`src/rtl/subneg_pkg.sv`:
```
package subneg_pkg;

  typedef enum logic [3:0] {
    ST_FETCH_A = 4'd0,
    ST_LOAD_A  = 4'd1,
    ST_READ_A  = 4'd2,
    ST_FETCH_B = 4'd3,
    ST_LOAD_B  = 4'd4,
    ST_READ_B  = 4'd5,
    ST_GRAB_B  = 4'd6,
    ST_WRITE   = 4'd7,
    ST_FETCH_T = 4'd8,
    ST_BRANCH  = 4'd9,
    ST_HALT    = 4'd10
  } seq_state_t;

  typedef enum logic [1:0] {
    AS_PC0 = 2'd0,
    AS_PC1 = 2'd1,
    AS_PC2 = 2'd2,
    AS_MAR = 2'd3
  } addr_sel_t;

endpackage

```
`src/rtl/subneg_adder.sv`:
```
module subneg_adder #(
  parameter int W = 32
) (
  input  logic [W-1:0] a,
  input  logic [W-1:0] b,
  input  logic         inv,
  input  logic         cin,
  output logic [W-1:0] sum,
  output logic         neg,
  output logic         zero
);
  logic [W-1:0] b_x;
  logic [W:0]   carry;

  assign b_x      = inv ? ~b : b;
  assign carry[0] = cin;

  genvar i;
  generate
    for (i = 0; i < W; i++) begin : g_bit
      assign sum[i]     = a[i] ^ b_x[i] ^ carry[i];
      assign carry[i+1] = (a[i] & b_x[i]) | (carry[i] & (a[i] ^ b_x[i]));
    end
  endgenerate

  assign neg  = sum[W-1];
  assign zero = (sum == '0);

  logic unused_cout;
  assign unused_cout = carry[W];
endmodule

```
`src/rtl/subneg_ctrl.sv`:
```
module subneg_ctrl
  import subneg_pkg::*;
(
  input  logic      clk,
  input  logic      rst_n,
  input  logic      self_jump,
  output addr_sel_t addr_sel,
  output logic      mem_rd,
  output logic      mem_wr,
  output logic      ld_mar,
  output logic      ld_r,
  output logic      ld_mdr,
  output logic      ld_flags,
  output logic      ld_pc,
  output logic      alu_sub,
  output logic      halted
);
  seq_state_t state_q, state_d;

  always_ff @(posedge clk) begin
    if (!rst_n) state_q <= ST_FETCH_A;
    else        state_q <= state_d;
  end

  always_comb begin
    state_d = state_q;
    unique case (state_q)
      ST_FETCH_A: state_d = ST_LOAD_A;
      ST_LOAD_A:  state_d = ST_READ_A;
      ST_READ_A:  state_d = ST_FETCH_B;
      ST_FETCH_B: state_d = ST_LOAD_B;
      ST_LOAD_B:  state_d = ST_READ_B;
      ST_READ_B:  state_d = ST_GRAB_B;
      ST_GRAB_B:  state_d = ST_WRITE;
      ST_WRITE:   state_d = ST_FETCH_T;
      ST_FETCH_T: state_d = ST_BRANCH;
      ST_BRANCH:  state_d = self_jump ? ST_HALT : ST_FETCH_A;
      ST_HALT:    state_d = ST_HALT;
      default:    state_d = ST_FETCH_A;
    endcase
  end

  always_comb begin
    addr_sel = AS_PC0;
    mem_rd   = 1'b0;
    mem_wr   = 1'b0;
    ld_mar   = 1'b0;
    ld_r     = 1'b0;
    ld_mdr   = 1'b0;
    ld_flags = 1'b0;
    ld_pc    = 1'b0;
    alu_sub  = 1'b0;
    unique case (state_q)
      ST_FETCH_A: begin addr_sel = AS_PC0; mem_rd = 1'b1; end
      ST_LOAD_A:  ld_mar = 1'b1;
      ST_READ_A:  begin addr_sel = AS_MAR; mem_rd = 1'b1; end
      ST_FETCH_B: begin addr_sel = AS_PC1; mem_rd = 1'b1; ld_r = 1'b1; end
      ST_LOAD_B:  ld_mar = 1'b1;
      ST_READ_B:  begin addr_sel = AS_MAR; mem_rd = 1'b1; end
      ST_GRAB_B:  ld_mdr = 1'b1;
      ST_WRITE:   begin
        addr_sel = AS_MAR; mem_wr = 1'b1; ld_flags = 1'b1; alu_sub = 1'b1;
      end
      ST_FETCH_T: begin addr_sel = AS_PC2; mem_rd = 1'b1; end
      ST_BRANCH:  ld_pc = 1'b1;
      default:    ;
    endcase
  end

  assign halted = (state_q == ST_HALT);
endmodule

```
`src/rtl/subneg_datapath.sv`:
```
module subneg_datapath
  import subneg_pkg::*;
#(
  parameter int DATA_W = 32,
  parameter int ADDR_W = 8
) (
  input  logic              clk,
  input  logic              rst_n,
  input  addr_sel_t         addr_sel,
  input  logic              ld_mar,
  input  logic              ld_r,
  input  logic              ld_mdr,
  input  logic              ld_flags,
  input  logic              ld_pc,
  input  logic              alu_sub,
  input  logic [DATA_W-1:0] mem_rdata,
  output logic [ADDR_W-1:0] mem_addr,
  output logic [DATA_W-1:0] mem_wdata,
  output logic [ADDR_W-1:0] pc_o,
  output logic              flag_n,
  output logic              flag_z,
  output logic              self_jump
);
  localparam int PAD_W = DATA_W - ADDR_W;

  logic [ADDR_W-1:0] pc_q, mar_q;
  logic [DATA_W-1:0] r_q, mdr_q;
  logic              n_q, z_q;
  logic [ADDR_W-1:0] pc_p1, pc_p2, pc_p3, pc_next;
  logic [DATA_W-1:0] diff;
  logic              diff_neg, diff_zero;
  logic [ADDR_W-1:0] target;

  assign pc_p1  = pc_q + ADDR_W'(1);
  assign pc_p2  = pc_q + ADDR_W'(2);
  assign pc_p3  = pc_q + ADDR_W'(3);
  assign target = mem_rdata[ADDR_W-1:0];

  always_comb begin
    unique case (addr_sel)
      AS_PC0:  mem_addr = pc_q;
      AS_PC1:  mem_addr = pc_p1;
      AS_PC2:  mem_addr = pc_p2;
      default: mem_addr = mar_q;
    endcase
  end

  subneg_adder #(.W(DATA_W)) u_adder (
    .a    (mdr_q),
    .b    (r_q),
    .inv  (alu_sub),
    .cin  (alu_sub),
    .sum  (diff),
    .neg  (diff_neg),
    .zero (diff_zero)
  );

  assign pc_next   = n_q ? target : pc_p3;
  assign self_jump = n_q && (mem_rdata == {{PAD_W{1'b0}}, pc_q});

  always_ff @(posedge clk) begin
    if (!rst_n) begin
      pc_q  <= '0;
      mar_q <= '0;
      r_q   <= '0;
      mdr_q <= '0;
      n_q   <= 1'b0;
      z_q   <= 1'b0;
    end else begin
      if (ld_mar)   mar_q <= target;
      if (ld_r)     r_q   <= mem_rdata;
      if (ld_mdr)   mdr_q <= mem_rdata;
      if (ld_flags) begin
        n_q <= diff_neg;
        z_q <= diff_zero;
      end
      if (ld_pc)    pc_q  <= pc_next;
    end
  end

  assign mem_wdata = diff;
  assign pc_o      = pc_q;
  assign flag_n    = n_q;
  assign flag_z    = z_q;
endmodule

```
`src/rtl/subneg_machine.sv`:
```
module subneg_machine
  import subneg_pkg::*;
#(
  parameter int DATA_W = 32,
  parameter int ADDR_W = 8
) (
  input  logic              clk,
  input  logic              rst_n,
  output logic [ADDR_W-1:0] mem_addr,
  output logic              mem_rd,
  output logic              mem_wr,
  output logic [DATA_W-1:0] mem_wdata,
  input  logic [DATA_W-1:0] mem_rdata,
  output logic [ADDR_W-1:0] pc_o,
  output logic              flag_n,
  output logic              flag_z,
  output logic              halted
);
  addr_sel_t addr_sel;
  logic ld_mar, ld_r, ld_mdr, ld_flags, ld_pc, alu_sub, self_jump;

  subneg_ctrl u_ctrl (
    .clk       (clk),
    .rst_n     (rst_n),
    .self_jump (self_jump),
    .addr_sel  (addr_sel),
    .mem_rd    (mem_rd),
    .mem_wr    (mem_wr),
    .ld_mar    (ld_mar),
    .ld_r      (ld_r),
    .ld_mdr    (ld_mdr),
    .ld_flags  (ld_flags),
    .ld_pc     (ld_pc),
    .alu_sub   (alu_sub),
    .halted    (halted)
  );

  subneg_datapath #(.DATA_W(DATA_W), .ADDR_W(ADDR_W)) u_dp (
    .clk       (clk),
    .rst_n     (rst_n),
    .addr_sel  (addr_sel),
    .ld_mar    (ld_mar),
    .ld_r      (ld_r),
    .ld_mdr    (ld_mdr),
    .ld_flags  (ld_flags),
    .ld_pc     (ld_pc),
    .alu_sub   (alu_sub),
    .mem_rdata (mem_rdata),
    .mem_addr  (mem_addr),
    .mem_wdata (mem_wdata),
    .pc_o      (pc_o),
    .flag_n    (flag_n),
    .flag_z    (flag_z),
    .self_jump (self_jump)
  );
endmodule

```
`config.mk`:
```
export PLATFORM = sky130hd
export DESIGN_NAME = subneg_machine
export DESIGN_NICKNAME = d
export VERILOG_FILES = /design/src/rtl/subneg_pkg.sv /design/src/rtl/subneg_adder.sv /design/src/rtl/subneg_ctrl.sv /design/src/rtl/subneg_datapath.sv /design/src/rtl/subneg_machine.sv
export SDC_FILE = /design/constraint.sdc
export NUM_CORES = 1
export LEC_CHECK = 0
export BUFFER_PORTS_ARGS = -buffer_cell sky130_fd_sc_hd__buf_2
export CELL_PAD_IN_SITES_DETAIL_PLACEMENT = 0
export CELL_PAD_IN_SITES_GLOBAL_PLACEMENT = 1
export CORE_MARGIN = 1
export CORE_UTILIZATION = 35
export DETAILED_ROUTE_END_ITERATION = 10
export PLACE_DENSITY = 0.73
export RECOVER_POWER = 25
export SLEW_MARGIN = 25
export SYNTH_ARGS = -nofsm -noshare
export SYNTH_HDL_FRONTEND = slang
export SYNTH_SLANG_ARGS = --single-unit
```
`constraint.sdc`:
```
create_clock -name clk -period 26.7 [get_ports clk]
set_input_delay 1.335 -clock clk [delete_from_list [all_inputs] [get_ports clk]]
set_output_delay 1.335 -clock clk [all_outputs]
set_load 0.005 [all_outputs]
```
==> results, run 1 <==
- The run finished, with violations left.
- The checks that failed: max-capacitance violations, max-slew violations.
- The reg-to-reg critical path startpoint is u_ctrl.state_q[3].
- The wire length per cell is between 15 and 20 um.
- After detailed routing, the number of vias per cell comes to around 5.0.
- The count of nets left with antenna violations after detail routing is 0.
- In this run the most critical hold path is launched from u_dp.mdr_q[17].
- Summing the sequential cell areas from Yosys gives roughly 34% of the chip area.
- The number of distinct library cells after synthesis is between 50 and 60.
- The data required time of the critical path is 25360 ps.
- After Yosys synthesis, and, or, nand and nor cells account for approximately a fifth of the synthesized area.
- The clock drives 86 sinks.
- The number of max-cap violations is 1.
- The data arrival time of the critical path is between 15000 and 20000 ps.
- The core area is between 10000 and 15000 um2.
- The number of global-route vias before repair is around 4200.
- In this run, the number of DRC markers left after iteration 0 of detailed routing was between 200 and 300.
- The cell seen most often among critical-path stages is sky130_fd_sc_hd__fa_1.
- The routed layout has approximately 4400 vias.
- After Yosys synthesis, full adders, half adders and majority gates account for about an eighth of the synthesized area.
- The clock latency of the later-clocked register in the worst-skew pair is 340 ps.
- The floorplan step defined a die boundary enclosing between 15000 and 20000 um2.
- For the pin with the worst max-slew slack, the measured transition is 1990 ps.
- Input and output buffers added on the ports amount to 86.
- The final setup TNS is 0 ps.
- The endpoint type of the worst setup path is an output port.
- The standby leakage power is between 2 and 2.5 nW.
- The initialized floorplan defines 43 standard-cell rows.
- The number of inserted diodes is 0.
- The worst-case clock buffer depth is 2.
- During synthesis, Yosys emitted a total of 0 warnings.
- The clock root buffer is sky130_fd_sc_hd__clkbuf_16.
- The worst hold path belongs to the class flop to flop.
- For this run, the total global-route usage over all layers was measured as a little under a fifth.
- The critical path class is flop to output port.
- The cell area after technology mapping is around 5100 um2.
- The number of nets handed over by synthesis was a little under 700.
- The first detailed-routing pass took 7 iterations.
- For this design the ratio of total power to cell area is between 40 and 50 nW/um2.
- Cells with a size suffix above 1 make up 16.6% of the layout.
- Setup repair after global routing left no endpoint under its margin.
- Routability-driven placement finished with a final weighted congestion of slightly above 0.8.
- The post-detailed-routing wire length is roughly 14000 um.
- After Yosys synthesis, XOR and XNOR cells account for 8.35% of the synthesized area.
- The clock tree synthesis step divided the H-tree into 3 levels.
- Buffers inserted during clock tree synthesis total 9.
- In this run the count of I/O pins placed on the die edge is 87.
- The area growth from synthesis to final layout is 15.7%.
- The main combinational cell family by area after synthesis is simple AND/OR/NAND/NOR gates.
- The final count of hold timing violations was 0.
- The largest single stage delay on the critical path is approximately 700 ps.
- After synthesis, the share of cell area in mux cells is around 1.9%.
- In this run, synthesis inferred 0 flip-flops with an integrated enable.
- The async set-reset flop share out of synthesis is 0%.
- Each instance of the synthesized netlist takes up on average roughly 8.2 um2.
- On the critical path, the stage with the largest delay is an instance of sky130_fd_sc_hd__dfxtp_1.
- TritonCTS built the clock tree.
- Once the clock tree was built, the setup fixing pass inserted 0 buffers.
- The final max-slew violation count is 46.
- The largest net degree at the start of global routing is 46.
- The die boundary width is ~120 um.
- The number of hold-repair buffers added at the cts stage is 0.
- The worst-case IR drop observed on VDD is just under 0.03 mV.
- The remaining global-route overflow is 0.
- The source of the critical timing path is u_ctrl.state_q[3].
- After the last flow step, the layout net total stands at about 760.
- In this run the vertical extent of the chip is 123 um.
- Subtracting the final worst setup slack from the clock period gives roughly 17000 ps.
- The fill cell instance count of the final layout is between 1000 and 1500.
- Measured against its own limit, the worst slew margin works out to -32.5%.
- For the final database, setup skew stands at roughly 7.9 ps.
- The complex-gate fraction of the synthesized area is roughly 14%.
- The share of the clock period used by the worst path after layout is 62.9%.
- Static timing analysis puts the maximum clock frequency at between 50 and 60 MHz.
- The number of instances resized during post-cts repair is 0.
- The post-DP HPWL is slightly below 10000 um.
- The initial utilization of the core area, before any placement, comes to about 36%.
- For this run, design rule violations remaining after detail routing come to 0.
- The total power of the final layout is ~0.3 mW.
- The global-route wire length before repair is ~22000 um.
- The number of storage elements in the synthesis netlist is 86.
- Setup violations remaining at the end of the flow were counted as 0.
- The cell count after synthesis came out at approximately 630.
- The initial antenna violation count is 0.
- The type of element launching the critical path is a flop.
- After clock tree synthesis, the clock-pin slew on the worst setup and hold paths is ~70 ps.
- The top fanout value on the critical path is 38.
- The dominant synthesized flop cell is sky130_fd_sc_hd__dfxtp_1.
==> cell usage after synthesis (2+ instances only) <==
| cell | n | area, um2 |
|---|---|---|
| sky130_fd_sc_hd__nand2b_1 | 4 | 25.0 |
| sky130_fd_sc_hd__nand4_1 | 12 | 75.1 |
| sky130_fd_sc_hd__a21boi_0 | 3 | 22.5 |
| sky130_fd_sc_hd__nand4b_1 | 5 | 43.8 |
| sky130_fd_sc_hd__xnor2_1 | 18 | 158 |
| sky130_fd_sc_hd__nor4_1 | 9 | 56.3 |
| sky130_fd_sc_hd__a22o_1 | 3 | 26.3 |
| sky130_fd_sc_hd__and2_1 | 2 | 12.5 |
| sky130_fd_sc_hd__xor2_1 | 31 | 272 |
| sky130_fd_sc_hd__buf_4 | 4 | 30.0 |
| sky130_fd_sc_hd__o21ai_1 | 4 | 20.0 |
| sky130_fd_sc_hd__mux2i_1 | 10 | 100 |
| sky130_fd_sc_hd__inv_1 | 66 | 248 |
| sky130_fd_sc_hd__a21boi_1 | 29 | 218 |
| sky130_fd_sc_hd__fa_1 | 30 | 601 |
| sky130_fd_sc_hd__and3_1 | 2 | 12.5 |
| sky130_fd_sc_hd__a31oi_1 | 3 | 18.8 |
| sky130_fd_sc_hd__ha_1 | 4 | 50.1 |
| sky130_fd_sc_hd__buf_6 | 2 | 22.5 |
| sky130_fd_sc_hd__a21oi_1 | 50 | 250 |
| sky130_fd_sc_hd__nor3_1 | 3 | 15.0 |
| sky130_fd_sc_hd__nor2_1 | 18 | 67.6 |
| sky130_fd_sc_hd__o22ai_1 | 2 | 12.5 |
| sky130_fd_sc_hd__nand4bb_1 | 3 | 33.8 |
| sky130_fd_sc_hd__a211oi_1 | 3 | 22.5 |
| sky130_fd_sc_hd__o21a_1 | 4 | 30.0 |
| sky130_fd_sc_hd__or3b_1 | 2 | 17.5 |
| sky130_fd_sc_hd__nand2_1 | 148 | 556 |
| sky130_fd_sc_hd__or3_1 | 4 | 25.0 |
| sky130_fd_sc_hd__dfxtp_1 | 86 | 1720 |
| sky130_fd_sc_hd__clkbuf_1 | 21 | 78.8 |
| sky130_fd_sc_hd__o221ai_1 | 2 | 17.5 |
| sky130_fd_sc_hd__o21ai_0 | 6 | 30.0 |
| sky130_fd_sc_hd__buf_2 | 16 | 80.1 |
==> metrics by stage <==
| stage | utilization [%] | hold slack [ps] | instances | area [um2] | setup slack, ps |
|---|---|---|---|---|---|
| 6_report | 42.2 | 454 | 873 | 5940 | 9900 |
| 5_1_grt | 42.2 | 482 | 873 | 5940 | 9170 |
| 4_1_cts | 42.2 | 458 | 873 | 5940 | 9760 |
| 3_5_place_dp | 40.0 | 449 | 857 | 5640 | 10160 |
| 3_3_place_gp | 40.0 | 443 | 857 | 5640 | 10330 |
| 2_1_floorplan | - | 435 | 628 | 5140 | 11090 |
==> cell families after synthesis <==
group / Yosys count
and+or+nand+nor: 222
AOI/OAI and AO/OA: 117
buffers and inverters: 110
DFF: 86
xor gates and xnor gates: 49
adders and majority gates: 34
muxes: 10
==> metal layers <==
layer / track usage [%] / up-vias / part of all wire, %
met5: 0 / - / 0
met4: 4.52 / 0 / 0.95
met3: 4.15 / 8 / 6.7
met2: 31.5 / 131 / 48
met1: 25.6 / 2062 / 45
li1: - / 2150 / -
==> path summary, 6_finish.rpt <==
path              slack (ps)        endpoint  depth (start not counted)
setup / recovery        9900   mem_wdata[31]                         39
hold / removal           450  u_dp.mdr_q[17]                          2
setup reg to reg       11450     u_dp.flag_z                         39
hold reg to reg          450  u_dp.mdr_q[17]                          2
==> final cells by class <==
class                           count  area (um2)  area share, %
Clock inverter                      6        68.8           1.16
Inverter                           67         251           4.23
Timing Repair Buffer               92         474           7.98
Tap cell                          180         225           3.79
Clock buffer                       10         239           4.02
Sequential cell                    86        1720           29.0
Multi-Input combinational cell    432        2960           49.8
==> power breakdown <==
| part | total, mW | internal, mW | switching (mW) |
|---|---|---|---|
| combinational | 0.0304 | 0.0127 | 0.0177 |
| sequential | 0.135 | 0.131 | 0.00337 |
| clock | 0.129 | 0.0757 | 0.0537 |
==> worst max-delay path, delay by kind of cell (launching register included) <==
family	cells	cell delay [ps]
XOR/XNOR	4	810
adder cells (fa/ha/maj)	30	12620
buffers and inverters	4	780
flip-flops	1	700
AND/OR/NAND/NOR	1	190
==> sequential cells by signal, indices dropped and copies added, names as in the netlist <==
| register | count |
|---|---|
| u_dp.mdr_q | 32 |
| u_ctrl.state_q | 4 |
| u_dp.r_q | 32 |
| u_dp.flag_n | 1 |
| u_dp.pc_o | 8 |
| u_dp.flag_z | 1 |
| u_dp.mar_q | 8 |
==> placed cells by master (no fill, tap or decap), types with 4 or more instances in the layout <==
cell | synthesis | layout
sky130_fd_sc_hd__mux2i_1 | 10 | 10
sky130_fd_sc_hd__o21ai_1 | 4 | 4
sky130_fd_sc_hd__fa_1 | 30 | 30
sky130_fd_sc_hd__xnor2_1 | 18 | 18
sky130_fd_sc_hd__clkbuf_16 | 0 | 9
sky130_fd_sc_hd__nand2b_1 | 4 | 4
sky130_fd_sc_hd__o21a_1 | 4 | 4
sky130_fd_sc_hd__o21ai_0 | 6 | 6
sky130_fd_sc_hd__xor2_1 | 31 | 31
sky130_fd_sc_hd__dfxtp_1 | 86 | 86
sky130_fd_sc_hd__nand2_1 | 148 | 148
sky130_fd_sc_hd__nor4_1 | 9 | 9
sky130_fd_sc_hd__nand4_1 | 12 | 12
sky130_fd_sc_hd__buf_2 | 16 | 85
sky130_fd_sc_hd__inv_1 | 66 | 66
sky130_fd_sc_hd__ha_1 | 4 | 4
sky130_fd_sc_hd__a21oi_1 | 50 | 50
sky130_fd_sc_hd__buf_4 | 4 | 6
sky130_fd_sc_hd__a21boi_0 | 3 | 29
sky130_fd_sc_hd__nand4b_1 | 5 | 5
sky130_fd_sc_hd__nor2_1 | 18 | 17
sky130_fd_sc_hd__or3_1 | 4 | 4
(Power assumes the default switching activity.)
==> inputs of run 2 (changes only) <==
==> constraint.sdc (replaced) <==
create_clock -name clk -period 16.32 [get_ports clk]
set_input_delay 0.816 -clock clk [delete_from_list [all_inputs] [get_ports clk]]
set_output_delay 0.816 -clock clk [all_outputs]
set_load 0.005 [all_outputs]
==> run 2 against run 1 <==
  * The run still ends with max-capacitance violations, max-slew violations left
  * Setup slack worse by 9200 ps
  * Cell area is 0.17% higher
  * Utilization is 0.071 points higher
  * Global-route usage is 0.35 points higher
  * Clock skew is 0.52 ps higher
  * Critical path depth stayed put
  * Flip-flop and latch count stayed put
  * Worst hold slack better by 9.6 ps
  * Total power is 60% higher
  * Non-clock buffer count is 2 higher
  * Sequential power is 63% higher
  * Clock power is 57% higher
  * Critical endpoint unchanged
  * Largest power group unchanged
  * Highest routed layer unchanged
==> results, run 2 (synthesis results as in run 1) <==
- The run finished, with violations left.
- The checks that failed: max-capacitance violations, max-slew violations.
- The iteration-0 DRC count of the detailed router is 226 (-9.6%).
- The total global routing track utilization is 19.5% (+0.35 points).
- The final max-slew violation count was 46 (unchanged).
- The end-of-flow core utilization is 42.2% (+0.071 points).
- The internal power summed over all cells is 0.341 mW (+55%).
- The count of nets left with antenna violations after detail routing came to 0 (unchanged).
- The clock latency of the later-clocked register in the worst-skew pair is 350 ps (about the same).
- The core area is 14100 um2 (unchanged).
- The switching component of the power was 0.131 mW (+74%).
- The critical path class is flop to output port.
- The amount of wire on met2 after detailed routing is 6560 um (+1.2%).
- The count of nets after finishing was 758 (+0.26%).
- The switching fraction of total power is 27.7% (+2.3 points).
- The wire length per cell is 16.0 um (+2.6%).
- The type of element launching the critical path is a flop.
- The slowest stage of the critical path belongs to the cell sky130_fd_sc_hd__fa_1.
- The TritonCTS buffer count came to 9 (unchanged).
- The power density over the cells is 79.3 nW/um2 (+60%).
- In the layout the commonest cells are 148 x sky130_fd_sc_hd__nand2_1, 85 x sky130_fd_sc_hd__buf_2, 83 x sky130_fd_sc_hd__dfxtp_1.
- The slew at the pin with the worst max-slew slack is 1940 ps (-44.6 ps).
- In this design, the critical path's most frequently occurring cell is sky130_fd_sc_hd__fa_1.
- The number of global-route vias before repair is 4142 (-1.3%).
- The number of DRC violations after detailed routing is 0 (unchanged).
- The routed via count divided by cell count is 4.96 (-0.43%).
- The clock skew was 8.40 ps (+0.515 ps).
- The post-layout instance count excluding filler cells is 875 (+0.23%).
- The setup slack after placement is 610 ps (-9550 ps).
- The clock sink total is 86 (unchanged).
- The share of final-layout standard cells stronger than drive strength 1 is 17.4% (+0.82 points).
- The initial antenna violation count is 0 (unchanged).
- The instance count after placement with tap cells included is 859 (+0.23%).
- Derived from the worst setup path, the maximum achievable clock frequency is roughly 64 MHz.
- The global-route wire length before repair is 22200 um (+1.5%).
- The largest net degree at the start of global routing came to 46 (unchanged).
- The fraction of power consumed by combinational cells is 10.7% (+0.4 points).
- The largest registers in the layout are u_dp.mdr_q: 32 flops, u_dp.r_q: 32 flops.
- The smallest setup slack after layout is 666 ps (-9240 ps).
- The weighted congestion at the end of routability-driven global placement is 0.828 (-0.52%).
- The die boundary width came to 123 um (unchanged).
- The final period demand of the worst path is ~16000 ps.
- Of the available clock period, the critical path in the final layout requires a little over nine tenths.
- The post-detailed-routing wire length is 14000 um (+2.8%).
- The portion of total power attributed to the clock network came to 42.7% (-1.2 points).
- The post-DP HPWL was 10100 um (+2.1%).
- The detailed-route via count is 4342 (-0.21%).
- The total setup violations reported at the end of the flow was 0 (unchanged).
- The data required time of the critical path is 15500 ps (-9860 ps).
- The top fanout value on the critical path is 20 (-47%).
- The standby leakage power is 2.33 nW (+0.27%).
- The worst ir drop on vdd is 0.0385 mV (+31%).
- The die boundary height is 123 um (unchanged).
- The final hold slack is 463 ps (+9.63 ps).
- The area growth from synthesis to layout is 15.9%.
- The port buffer count is 86 (unchanged).
- The headroom to the max-slew limit is -29.5% (+3.0 points).
- The number of optimization iterations in the first detailed-route pass was 4 (-3).
- The top routing layer in use is met4.
- The wire length on met1 is 6490 um (+6.6%).
- The total power of the final layout is 0.472 mW (+60%).
- TritonCTS built the clock tree.
- Leaving out fill and tap cells, the most frequent cell in the layout is sky130_fd_sc_hd__nand2_1.
- The final count of hold timing violations was 0 (unchanged).
- The remaining global-route overflow is 0 (unchanged).
- The portion of total power attributed to sequential cells was 46.6% (+0.9 points).
- The total I/O pin count is 87 (unchanged).
- The number of inserted diodes came to 0 (unchanged).
- The cell area reported after detailed placement is 5650 um2 (+0.27%).
- The final cell area excluding filler cells came to 5950 um2 (+0.17%).
- The worst hold path belongs to the class flop to flop.
- The endpoint type of the worst setup path is an output port.
- The largest stage delay on the critical path is 460 ps (-240 ps).
- The clock input transition at the sequential cells of the worst setup and hold paths is 70 ps (about the same).
- The worst-case clock buffer depth is 2 (unchanged).
- The final setup TNS is 0 ps (unchanged).
- The data arrival time of the critical path came to 14840 ps (-620 ps).
- The number of max-cap violations is 1 (unchanged).
- The area of the die is 15200 um2 (unchanged).
- The initial core utilization came to 36.4% (unchanged).
- The clock root buffer is sky130_fd_sc_hd__clkbuf_16.
- The number of cell rows is 43 (unchanged).
- The total length of routed met3 wires came to 720 um (-21%).
- The count of H-tree levels built during CTS is 3 (unchanged).
[run 2: per-layer routing]
layer / up-vias / global-route usage, %
met5: - / 0
met1: 2066 / 27.3
met3: 17 / 2.35
li1: 2154 / -
met2: 105 / 30.8
met4: 0 / 7.00
[run 2: timing repair]
item,CTS,global route
hold buffers,0,0
gates resized for setup,0,7
buffers inserted,0,0
endpoints found under the setup margin,0,1
[run 2: area by class of cell]
type,instances,area [um2]
well taps,180,225
fillers,1441,8140
multi-input cells,432,2970
clock buffers,9,225
clock inverters,7,57.6
repair buffers,94,493
flip-flops and latches,86,1730
inverters,67,251
[run 2: power groups by stage]
stage,logic (mW),registers [mW],clock network (mW)
floorplan,0.0324,0.222,0
global placement,0.0507,0.224,0
detailed placement,0.0511,0.224,0
CTS,0.0513,0.220,0.206
global route,0.0562,0.220,0.214
finish,0.0506,0.220,0.202
[run 2: final timing paths]
kind,slack [ps],depth (start not counted),from,endpoint
worst min register to register,460,2,u_dp.mdr_q[1],u_dp.mdr_q[1]
worst max-delay path,670,39,u_ctrl.state_q[2],mem_wdata[31]
worst max register to register,1720,39,u_ctrl.state_q[2],u_dp.flag_z
worst min-delay path,460,2,u_dp.mdr_q[1],u_dp.mdr_q[1]
[run 2: worst max-delay path: cells and delay by family, from the launching register on]
kind / cells / cell delay (ps)
adders and majority gates: 30 / 12620
buffers and inverters: 4 / 490
DFF: 1 / 330
xor gates and xnor gates: 4 / 810
and+or+nand+nor: 1 / 250
